==> config.mk <==
export PLATFORM = sky130hd
export DESIGN_NAME = mwl_autoload
export DESIGN_NICKNAME = d
export VERILOG_FILES = /design/src/rtl/mwl_pkg.sv /design/src/rtl/mwl_datapath.sv /design/src/rtl/mwl_ctrl.sv /design/src/rtl/mwl_autoload.sv
export SDC_FILE = /design/constraint.sdc
export NUM_CORES = 1
export LEC_CHECK = 0
export ABC_AREA = 0
export BUFFER_PORTS_ARGS = -buffer_cell sky130_fd_sc_hd__buf_2
export CORE_MARGIN = 5
export CORE_UTILIZATION = 27
export DETAILED_ROUTE_END_ITERATION = 12
export SLEW_MARGIN = 20
export SYNTH_ARGS = -nofsm -noshare
export SYNTH_HDL_FRONTEND = slang
export SYNTH_SLANG_ARGS = --single-unit
==> constraint.sdc <==
create_clock -name clk -period 5 [get_ports clk]
set_clock_uncertainty 0.1 [all_clocks]
set_input_delay 0.75 -clock clk [delete_from_list [all_inputs] [get_ports clk]]
set_output_delay 0.75 -clock clk [all_outputs]
set_load 0.02 [all_outputs]
==> src/rtl/mwl_pkg.sv <==
package mwl_pkg;

  // read opcode placed after the start bit of each frame
  localparam logic [1:0] READ_OP = 2'b10;
  // start bit plus opcode bits ahead of the address field
  localparam int HDR_BITS = 1 + $bits(READ_OP);

  typedef enum logic [2:0] {
    ST_GAP,
    ST_CMD,
    ST_DATA,
    ST_DONE,
    ST_FAULT
  } mwlState_e;

  // strobes from the control FSM to the datapath
  typedef struct packed {
    logic csOn;       // chip select level
    logic driveCmd;   // command register drives eeDi
    logic loadCmd;    // load a new command frame
    logic shiftCmd;   // advance the command register one bit
    logic shiftData;  // data phase: capture eeDo samples
    logic cntClr;     // clear the bit counter
    logic cntInc;     // advance the bit counter
    logic latchWidth; // store detected address width
    logic emitWord;   // present the assembled word
    logic addrInc;    // step to the next address
  } mwlStrobe_t;

endpackage

==> src/rtl/mwl_datapath.sv <==
module mwl_datapath
  import mwl_pkg::*;
#(
  parameter int DATA_W = 16,
  parameter int MAX_AW = 8,
  parameter int SK_DIV = 4,
  parameter int AWW    = 4,
  parameter int CNT_W  = 5
) (
  input  logic              clk,
  input  logic              rstN,
  input  mwlStrobe_t        st,
  input  logic              eeDo,
  output logic              tickEnd,
  output logic [CNT_W-1:0]  bitCnt,
  output logic              sampBit,
  output logic [AWW-1:0]    awReg,
  output logic              lastAddrHit,
  output logic              eeCs,
  output logic              eeSk,
  output logic              eeDi,
  output logic              wordValid,
  output logic [MAX_AW-1:0] wordAddr,
  output logic [DATA_W-1:0] wordData
);

  localparam int PH_W    = $clog2(SK_DIV);
  localparam int FRAME_W = HDR_BITS + MAX_AW;
  localparam int HALF    = SK_DIV / 2;

  logic [PH_W-1:0]    ph;
  logic               tickSample;
  logic [FRAME_W-1:0] cmdSr;
  logic [DATA_W-1:0]  dataSr;
  logic [MAX_AW-1:0]  addr;
  logic [MAX_AW-1:0]  addrField;
  logic [MAX_AW:0]    span;

  // free-running phase of the shift clock
  assign tickEnd    = (ph == PH_W'(SK_DIV - 1));
  assign tickSample = (ph == PH_W'(HALF));

  always_ff @(posedge clk or negedge rstN) begin
    if (!rstN) ph <= '0;
    else if (tickEnd) ph <= '0;
    else ph <= ph + PH_W'(1);
  end

  assign eeCs = st.csOn;
  assign eeSk = st.csOn && (ph >= PH_W'(HALF));
  assign eeDi = st.driveCmd && cmdSr[FRAME_W-1];

  // bit counter shared by gap, command and data phases
  always_ff @(posedge clk or negedge rstN) begin
    if (!rstN) bitCnt <= '0;
    else if (st.cntClr) bitCnt <= '0;
    else if (st.cntInc) bitCnt <= bitCnt + CNT_W'(1);
  end

  // address left-justified in the frame so frame length follows awReg
  assign addrField = addr << (MAX_AW - int'(awReg));

  always_ff @(posedge clk or negedge rstN) begin
    if (!rstN) cmdSr <= '0;
    else if (st.loadCmd) cmdSr <= {1'b1, READ_OP, addrField};
    else if (st.shiftCmd) cmdSr <= {cmdSr[FRAME_W-2:0], 1'b0};
  end

  // incoming bit, taken one core cycle after the shift clock rises
  always_ff @(posedge clk or negedge rstN) begin
    if (!rstN) begin
      sampBit <= 1'b1;
      dataSr  <= '0;
    end else if (tickSample) begin
      sampBit <= eeDo;
      if (st.shiftData) dataSr <= {dataSr[DATA_W-2:0], eeDo};
    end
  end

  always_ff @(posedge clk or negedge rstN) begin
    if (!rstN) awReg <= '0;
    else if (st.latchWidth) awReg <= AWW'(bitCnt - CNT_W'(HDR_BITS - 1));
  end

  always_ff @(posedge clk or negedge rstN) begin
    if (!rstN) addr <= '0;
    else if (st.addrInc) addr <= addr + MAX_AW'(1);
  end

  assign span        = (MAX_AW + 1)'(1) << awReg;
  assign lastAddrHit = ({1'b0, addr} == span - (MAX_AW + 1)'(1));

  // word write port
  always_ff @(posedge clk or negedge rstN) begin
    if (!rstN) begin
      wordValid <= 1'b0;
      wordAddr  <= '0;
      wordData  <= '0;
    end else begin
      wordValid <= st.emitWord;
      if (st.emitWord) begin
        wordAddr <= addr;
        wordData <= dataSr;
      end
    end
  end

endmodule

==> src/rtl/mwl_ctrl.sv <==
module mwl_ctrl
  import mwl_pkg::*;
#(
  parameter int DATA_W = 16,
  parameter int MIN_AW = 6,
  parameter int MAX_AW = 8,
  parameter int GAP_SK = 2,
  parameter int AWW    = 4,
  parameter int CNT_W  = 5
) (
  input  logic             clk,
  input  logic             rstN,
  input  logic             tickEnd,
  input  logic [CNT_W-1:0] bitCnt,
  input  logic             sampBit,
  input  logic [AWW-1:0]   awReg,
  input  logic             lastAddrHit,
  output mwlStrobe_t       st,
  output logic             loadDone,
  output logic             loadFault
);

  localparam logic [CNT_W-1:0] GAP_LAST  = CNT_W'(GAP_SK - 1);
  localparam logic [CNT_W-1:0] ADDR_FST  = CNT_W'(HDR_BITS);
  localparam logic [CNT_W-1:0] MIN_LAST  = CNT_W'(HDR_BITS - 1 + MIN_AW);
  localparam logic [CNT_W-1:0] MAX_LAST  = CNT_W'(HDR_BITS - 1 + MAX_AW);
  localparam logic [CNT_W-1:0] DATA_LAST = CNT_W'(DATA_W - 1);

  mwlState_e state, stateNext;
  logic      detecting;
  logic      frameLast;

  // index of the final address bit once the width is known
  assign frameLast = (bitCnt == CNT_W'(HDR_BITS - 1) + CNT_W'(awReg));

  always_ff @(posedge clk or negedge rstN) begin
    if (!rstN) state <= ST_GAP;
    else state <= stateNext;
  end

  always_ff @(posedge clk or negedge rstN) begin
    if (!rstN) detecting <= 1'b1;
    else if (st.latchWidth) detecting <= 1'b0;
  end

  always_comb begin
    st        = '0;
    stateNext = state;
    unique case (state)
      ST_GAP: begin
        if (tickEnd) begin
          if (bitCnt == GAP_LAST) begin
            st.loadCmd = 1'b1;
            st.cntClr  = 1'b1;
            stateNext  = ST_CMD;
          end else begin
            st.cntInc = 1'b1;
          end
        end
      end
      ST_CMD: begin
        st.csOn     = 1'b1;
        st.driveCmd = 1'b1;
        if (tickEnd) begin
          st.shiftCmd = 1'b1;
          if (detecting) begin
            if (bitCnt >= ADDR_FST && !sampBit) begin
              if (bitCnt < MIN_LAST) begin
                stateNext = ST_FAULT;
              end else begin
                st.latchWidth = 1'b1;
                st.cntClr     = 1'b1;
                stateNext     = ST_DATA;
              end
            end else if (bitCnt == MAX_LAST) begin
              stateNext = ST_FAULT;
            end else begin
              st.cntInc = 1'b1;
            end
          end else if (frameLast) begin
            st.cntClr = 1'b1;
            stateNext = ST_DATA;
          end else begin
            st.cntInc = 1'b1;
          end
        end
      end
      ST_DATA: begin
        st.csOn      = 1'b1;
        st.shiftData = 1'b1;
        if (tickEnd) begin
          if (bitCnt == DATA_LAST) begin
            st.emitWord = 1'b1;
            st.cntClr   = 1'b1;
            if (lastAddrHit) begin
              stateNext = ST_DONE;
            end else begin
              st.addrInc = 1'b1;
              stateNext  = ST_GAP;
            end
          end else begin
            st.cntInc = 1'b1;
          end
        end
      end
      ST_DONE:  stateNext = ST_DONE;
      ST_FAULT: stateNext = ST_FAULT;
      default:  stateNext = ST_FAULT;
    endcase
  end

  assign loadDone  = (state == ST_DONE);
  assign loadFault = (state == ST_FAULT);

endmodule

==> src/rtl/mwl_autoload.sv <==
module mwl_autoload
  import mwl_pkg::*;
#(
  parameter int DATA_W = 16,
  parameter int MIN_AW = 6,
  parameter int MAX_AW = 8,
  parameter int SK_DIV = 4,
  parameter int GAP_SK = 2,
  localparam int AWW   = $clog2(MAX_AW + 1)
) (
  input  logic              clk,
  input  logic              rstN,
  output logic              eeCs,
  output logic              eeSk,
  output logic              eeDi,
  input  logic              eeDo,
  output logic              wordValid,
  output logic [MAX_AW-1:0] wordAddr,
  output logic [DATA_W-1:0] wordData,
  output logic              loadDone,
  output logic              loadFault,
  output logic [AWW-1:0]    addrWidth
);

  localparam int CNT_W = $clog2(HDR_BITS + MAX_AW + DATA_W + GAP_SK + 1);

  mwlStrobe_t       st;
  logic             tickEnd;
  logic [CNT_W-1:0] bitCnt;
  logic             sampBit;
  logic             lastAddrHit;

  mwl_ctrl #(
    .DATA_W(DATA_W), .MIN_AW(MIN_AW), .MAX_AW(MAX_AW),
    .GAP_SK(GAP_SK), .AWW(AWW), .CNT_W(CNT_W)
  ) i_ctrl (
    .clk(clk), .rstN(rstN), .tickEnd(tickEnd), .bitCnt(bitCnt),
    .sampBit(sampBit), .awReg(addrWidth), .lastAddrHit(lastAddrHit),
    .st(st), .loadDone(loadDone), .loadFault(loadFault)
  );

  mwl_datapath #(
    .DATA_W(DATA_W), .MAX_AW(MAX_AW), .SK_DIV(SK_DIV),
    .AWW(AWW), .CNT_W(CNT_W)
  ) i_dp (
    .clk(clk), .rstN(rstN), .st(st), .eeDo(eeDo), .tickEnd(tickEnd),
    .bitCnt(bitCnt), .sampBit(sampBit), .awReg(addrWidth),
    .lastAddrHit(lastAddrHit), .eeCs(eeCs), .eeSk(eeSk), .eeDi(eeDi),
    .wordValid(wordValid), .wordAddr(wordAddr), .wordData(wordData)
  );

endmodule

# Word-level counts from Yosys, hierarchy flattened

Index checks and enable logic that the tools add are counted.
W data, S select, Z words.

$add $sub $neg: 7
Magnitude comparators: 3
Eq/ne operators: 18
Shifts and indexed selects: 2
Muxes and demuxes: 45
Reduce and logical (&&, ||, !) cells: 10

Operators by type and width:

| operator              | count |
|---|---|
| $mux W3               | 11 |
| $shl A8 B32 Y8        | 1 |
| $mux W11              | 2 |
| $mux W1               | 20 |
| $mux W2               | 8 |
| $pmux W3 S4           | 1 |
| $eq A5 B4 Y1 const B  | 2 |
| $mux W5               | 2 |
| $ne A2 B1 Y1 const B  | 5 |
| $eq A8 B9 Y1          | 1 |
| $shl A1 B4 Y9 const A | 1 |
| $sub A9 B1 Y9 const B | 1 |
| $add A8 B1 Y8 const B | 1 |
| $reduce_and A7 Y1     | 1 |
| $eq A3 B2 Y1 const B  | 2 |
| $pmux W2 S3           | 1 |
| $add A2 B4 Y5 const A | 1 |
| $add A5 B1 Y5 const B | 1 |
| $eq A5 B1 Y1 const B  | 1 |
| $eq A5 B5 Y1          | 1 |
| $ge A5 B2 Y1 const B  | 1 |
| $lt A5 B4 Y1 const B  | 1 |
| $sub A4 B4 Y5 const A | 1 |
| $eq A2 B2 Y1 const B  | 2 |
| other kinds (13)      | 16 |

Bits in registers: 76
Input port bits: 3
Output and inout bits: 34
Word-level logic and storage cells: 97

# Longest topological paths before layout

Word-level depth: 8
Depth in mapped cells: 13
Gate-level depth less buffers: 12

# By module

A second synthesis with hierarchy kept.

Cells, all modules: 377
Area, all modules: 4145.2 um^2

By module, submodules not included:

| module       | times used | cells each | area each (um^2) | seq. area each (um^2) |
|---|---|---|---|---|
| mwl_datapath | 1          | 310        | 3598.5           | 1803.0 |
| mwl_ctrl     | 1          | 67         | 546.8            | 101.3 |

# Worst setup path before layout

OpenSTA, ideal clock, no wires.

Path kind: reg2reg
Start: register i_dp.awReg[0]
End: register i_dp.addr[1]
Setup time: 0.128 ns
Arrival time: 3.767 ns
Required time: 4.772 ns
Slack: 1.005 ns
Stages on the path, launching flop included: 14
Path buffers: 1
Clock period less this slack: 3.995 ns
Path through: dfrtp_1 > buf_1 > inv_1 > ha_1 > ha_1 > nand2_1 > ha_1 > xnor2_1 > o221ai_1 > o31a_1 > or4_4 > a2111oi_4 > nand2b_1 > mux2_1

Longest elaborated chain between the ends: 7

Ends and longest elaborated chain:

| element                  | line               | text |
|---|---|---|
| start: declaration       | mwl_datapath.sv:17 | `output logic [AWW-1:0] awReg,` |
| start signal: assignment | mwl_datapath.sv:82 | `else if (st.latchWidth) awReg <= AWW'(bitCnt - CNT_W'(HDR_BITS - 1));` |
| $shl A1 B4 Y9            | mwl_datapath.sv:90 | `assign span = (MAX_AW + 1)'(1) << awReg;` |
| $sub A9 B1 Y9            | mwl_datapath.sv:91 | `assign lastAddrHit = ({1'b0, addr} == span - (MAX_AW + 1)'(1));` |
| $eq A8 B9 Y1             | mwl_datapath.sv:91 |  |
| $mux W1                  | mwl_ctrl.sv:95     | `if (lastAddrHit) begin` |
| $mux W2                  | mwl_ctrl.sv:92     | `if (bitCnt == DATA_LAST) begin` |
| $mux W2                  | mwl_ctrl.sv:91     | `if (tickEnd) begin` |
| $mux W2                  | mwl_ctrl.sv:49     | `unique case (state)` |
| end signal: assignment   | mwl_datapath.sv:87 | `else if (st.addrInc) addr <= addr + MAX_AW'(1);` |
| end: declaration         | mwl_datapath.sv:35 | `logic [MAX_AW-1:0] addr;` |

Every way passes these cells.
A chain may end at the register's enable or synchronous reset.

# Worst setup path after layout

Ends and elaborated chain as after synthesis.

==> flow_summary_export.csv <==
group,metric,value,unit
run_status,outcome,"completed",
hold_path,hold_class,"flip-flop to flip-flop",
sta,maxSlewViolCount,0,
hold_path,hp-start,"i_dp.ph[0]",
clocking,clock_path_buffers,2,
setup_path,worstSetupPathType,"flip-flop to flip-flop",
synthesis,synthesis.nets,473,
setup_path,crit_start,"i_dp.awReg[0]",
cells_and_area,fin_nets,495,
sta,hold_viol,0,
setup_path,start_kind,"flip-flop",
sta,rsz0062_at_grt,"false",
setup_path,reg2reg_depth,13,
sta,timing.slew.headroom,0.372,
place,port_buffers,36,
power,power.leakage,2.35,nW
clocking,cts_tree,"yes",
detailed_routing,routed_wl,9.52,mm
cells_and_area,fin_cells,689,
die,rows,45,
setup_path,critPathCaptureType,"flip-flop",
place,place_area,4600,sq um
grt,grt_start_max_net_pins,77,
synthesis,synth_ff_type,"dfrtp_1",
setup_path,cp.required,5120,ps
grt,antenna_found_initial,0,
synthesis,async_flop_share,1.00,
clocking,clock_sinks,76,
synthesis,yosysWarnings,0,
detailed_routing,routedWlPerCell,13.8,um
setup_path,crit_fanout,17,
sta,fmax,246,MHz
die,io_pins,37,
synthesis,synthAdderAreaFrac,0.0561,
synthesis,synth_top_family_by_area,"simple AND/OR/NAND/NOR gates",
grt,grt_pass1_vias,3326,
die,start_util,0.277,
sta,worst_slew_pin_slew,942,ps
synthesis,synth-xor-area-share,0.0455,
synthesis,synthMuxAreaShare,0.0889,
clocking,cts_root_buf,"clkbuf_16",
grt,overflow,0,
clocking,postCtsSetupBuffers,0,
clocking,cts-htree-levels,3,
detailed_routing,routed-via-count,3242,
setup_path,timing.rr.end,"i_dp.addr[1]",
clocking,clock_latency,340,ps
place,place_hpwl,6.71,mm
detailed_routing,first_pass_iters,4,
synthesis,syn-instance-count,451,
detailed_routing,viasPerCell,4.71,
cells_and_area,syn_to_final_growth,15.6,%
grt,track_usage,0.109,
clocking,ctsResizeCount,0,
place,gp_congestion,0.886,
synthesis,yosysUniqueCellTypes,52,
grt,grt_pass1_wl,16.3,mm
synthesis,ys_seq_area_frac,0.449,
clocking,postCtsHoldBufs,0,
clocking,cts.clk_slew.worst_paths,60,ps
synthesis,synth_area,4240,sq um
setup_path,worstReg2RegStart,"i_dp.awReg[0]",
power,ir_worst_vdd,0.137,mV
die,fp.dieH,135,um
sta,fin_crit_sh,0.813,
sta,setup_tns,0,ps
setup_path,cp.arrival,4180,ps
cells_and_area,antenna_cells,0,
die,coreArea,15300,sq um
synthesis,avgSynthCellArea,9.39,sq um
hold_path,whs_path_depth,1,
sta,period_needed,4060,ps
cells_and_area,drive_above_1_share,0.186,
die,dieArea,18300,sq um
synthesis,synth-compound-area-share,0.122,
cells_and_area,fin_area,4900,sq um
place,dp.cells,673,
detailed_routing,initialDrtViolationCount,163,
power,power_density,264,nW/um^2
synthesis,synthSimpleGateAreaFrac,0.197,
detailed_routing,ant_nets,0,
run,drv_cap,0,
hold_path,min_to,"i_dp.ph[0]",
sta,setup_viol,0,
synthesis,synth_seq_cells,76,
detailed_routing,drcViolationCount,0,
synthesis,synth-edff-count,0,
clocking,cts_buffers,9,
setup_path,reg2reg_slack,940,ps
die,dieWidth,135,um
==> per-stage QoR <==
step / util / setup WS, ps / hold WS, ps / power, mW
after detailed placement: 0.300 / 934 / 357 / 0.650
final: 0.320 / 935 / 369 / 1.29
after CTS: 0.320 / 916 / 369 / 1.31
after global routing: 0.320 / 647 / 379 / 1.34
after floorplan: - / 1010 / 332 / 0.635
after global placement: 0.300 / 1160 / 345 / 0.649
==> final cells by class <==
class	instances	area [sq um]
tap	211	264
clock buffer	10	229
inverter	17	63.8
sequential	76	1900
clock inverter	6	72.6
multi-input combinational	330	2160
timing repair buffer	39	205
fill	1628	10400
==> cells in the final DEF, fill, tap and decap left out, types with 3 or more instances in the layout <==
master | netlist | routed
a211oi_1 | 5 | 5
ha_1 | 19 | 19
o21bai_1 | 3 | 3
nor4_1 | 5 | 5
a21oi_1 | 12 | 12
o21ai_0 | 26 | 26
nand4_1 | 5 | 5
and3_1 | 4 | 4
nor2_1 | 28 | 28
mux2i_1 | 5 | 5
and2_1 | 3 | 3
clkbuf_16 | 0 | 9
mux2_2 | 20 | 20
o21a_1 | 5 | 5
nand2_1 | 93 | 93
nand3_1 | 15 | 15
buf_2 | 3 | 35
buf_4 | 0 | 4
nor3_1 | 11 | 11
xor2_1 | 11 | 11
a22oi_1 | 5 | 5
mux4_2 | 4 | 4
nand2b_1 | 7 | 7
inv_1 | 15 | 15
dfrtp_1 | 74 | 74
xnor2_1 | 11 | 11
==> synth_stat cells (7+ instances only) <==
cell      number  area share
nor3_1        11       0.013
a21oi_1       12       0.014
dfrtp_1       74        0.44
mux2_2        20       0.053
nand2b_1       7       0.010
o21ai_0       26       0.031
clkbuf_1      21       0.019
nand2_1       93       0.082
xor2_1        11       0.023
inv_1         15       0.013
ha_1          19       0.056
xnor2_1       11       0.023
nor2_1        28       0.025
nand3_1       15       0.018
==> critical path, stage by stage, from the launching register on <==
cell and delay [ps]:
dfrtp_1 780, inv_1 150, ha_1 280, ha_1 300
nand2_1 100, ha_1 290, xnor2_1 180, o221ai_1 150
o31a_1 120, or4_4 520, a2111oi_4 270, buf_4 210
nand2b_1 150, mux2_1 340
==> metal layers <==
layer  track usage  part of all wire  vias up
met1         0.133              0.45     1590
met2         0.190              0.51       43
met3        0.0189             0.021       10
met4        0.0470             0.016        0
li1              -                 -     1599
met5             0                 0        -
==> state kept, by name, indices dropped and copies added, names as in the netlist, 2 cells and up <==
signal and cells:
i_dp.addr 8, i_dp.dataSr 16, i_dp.wordAddr 8, i_dp.ph 2, i_dp.wordData 16, i_dp.cmdSr 11
i_dp.bitCnt 5, i_dp.awReg 4, i_ctrl.state 3
==> kinds of logic after synthesis <==
| logic type | after synthesis |
|---|---|
| AND/OR/NAND/NOR | 182 |
| XOR/XNOR | 22 |
| flip-flops | 76 |
| buffers and inverters | 45 |
| adder cells (fa/ha/maj) | 19 |
| multiplexers | 30 |
| AO/OA/AOI/OAI | 77 |
==> where the power goes <==
part           leakage, nW  internal (mW)  switching (mW)
registers             1.01          0.619         0.00268
clock network        0.144          0.392           0.262
logic                 1.19        0.00326          0.0125
total                 2.35           1.01           0.278
==> how the worst max path moves through the flow <==
stage	end	slack (ps)	cells past startpoint
after detailed placement	i_dp.addr[1]	930	13
after global placement	i_dp.addr[1]	1160	13
after floorplan	i_dp.addr[1]	1010	13
final	i_dp.addr[1]	940	13
after global routing	i_dp.addr[1]	650	13
after CTS	i_dp.addr[1]	920	13
(Power assumes the default switching activity.)
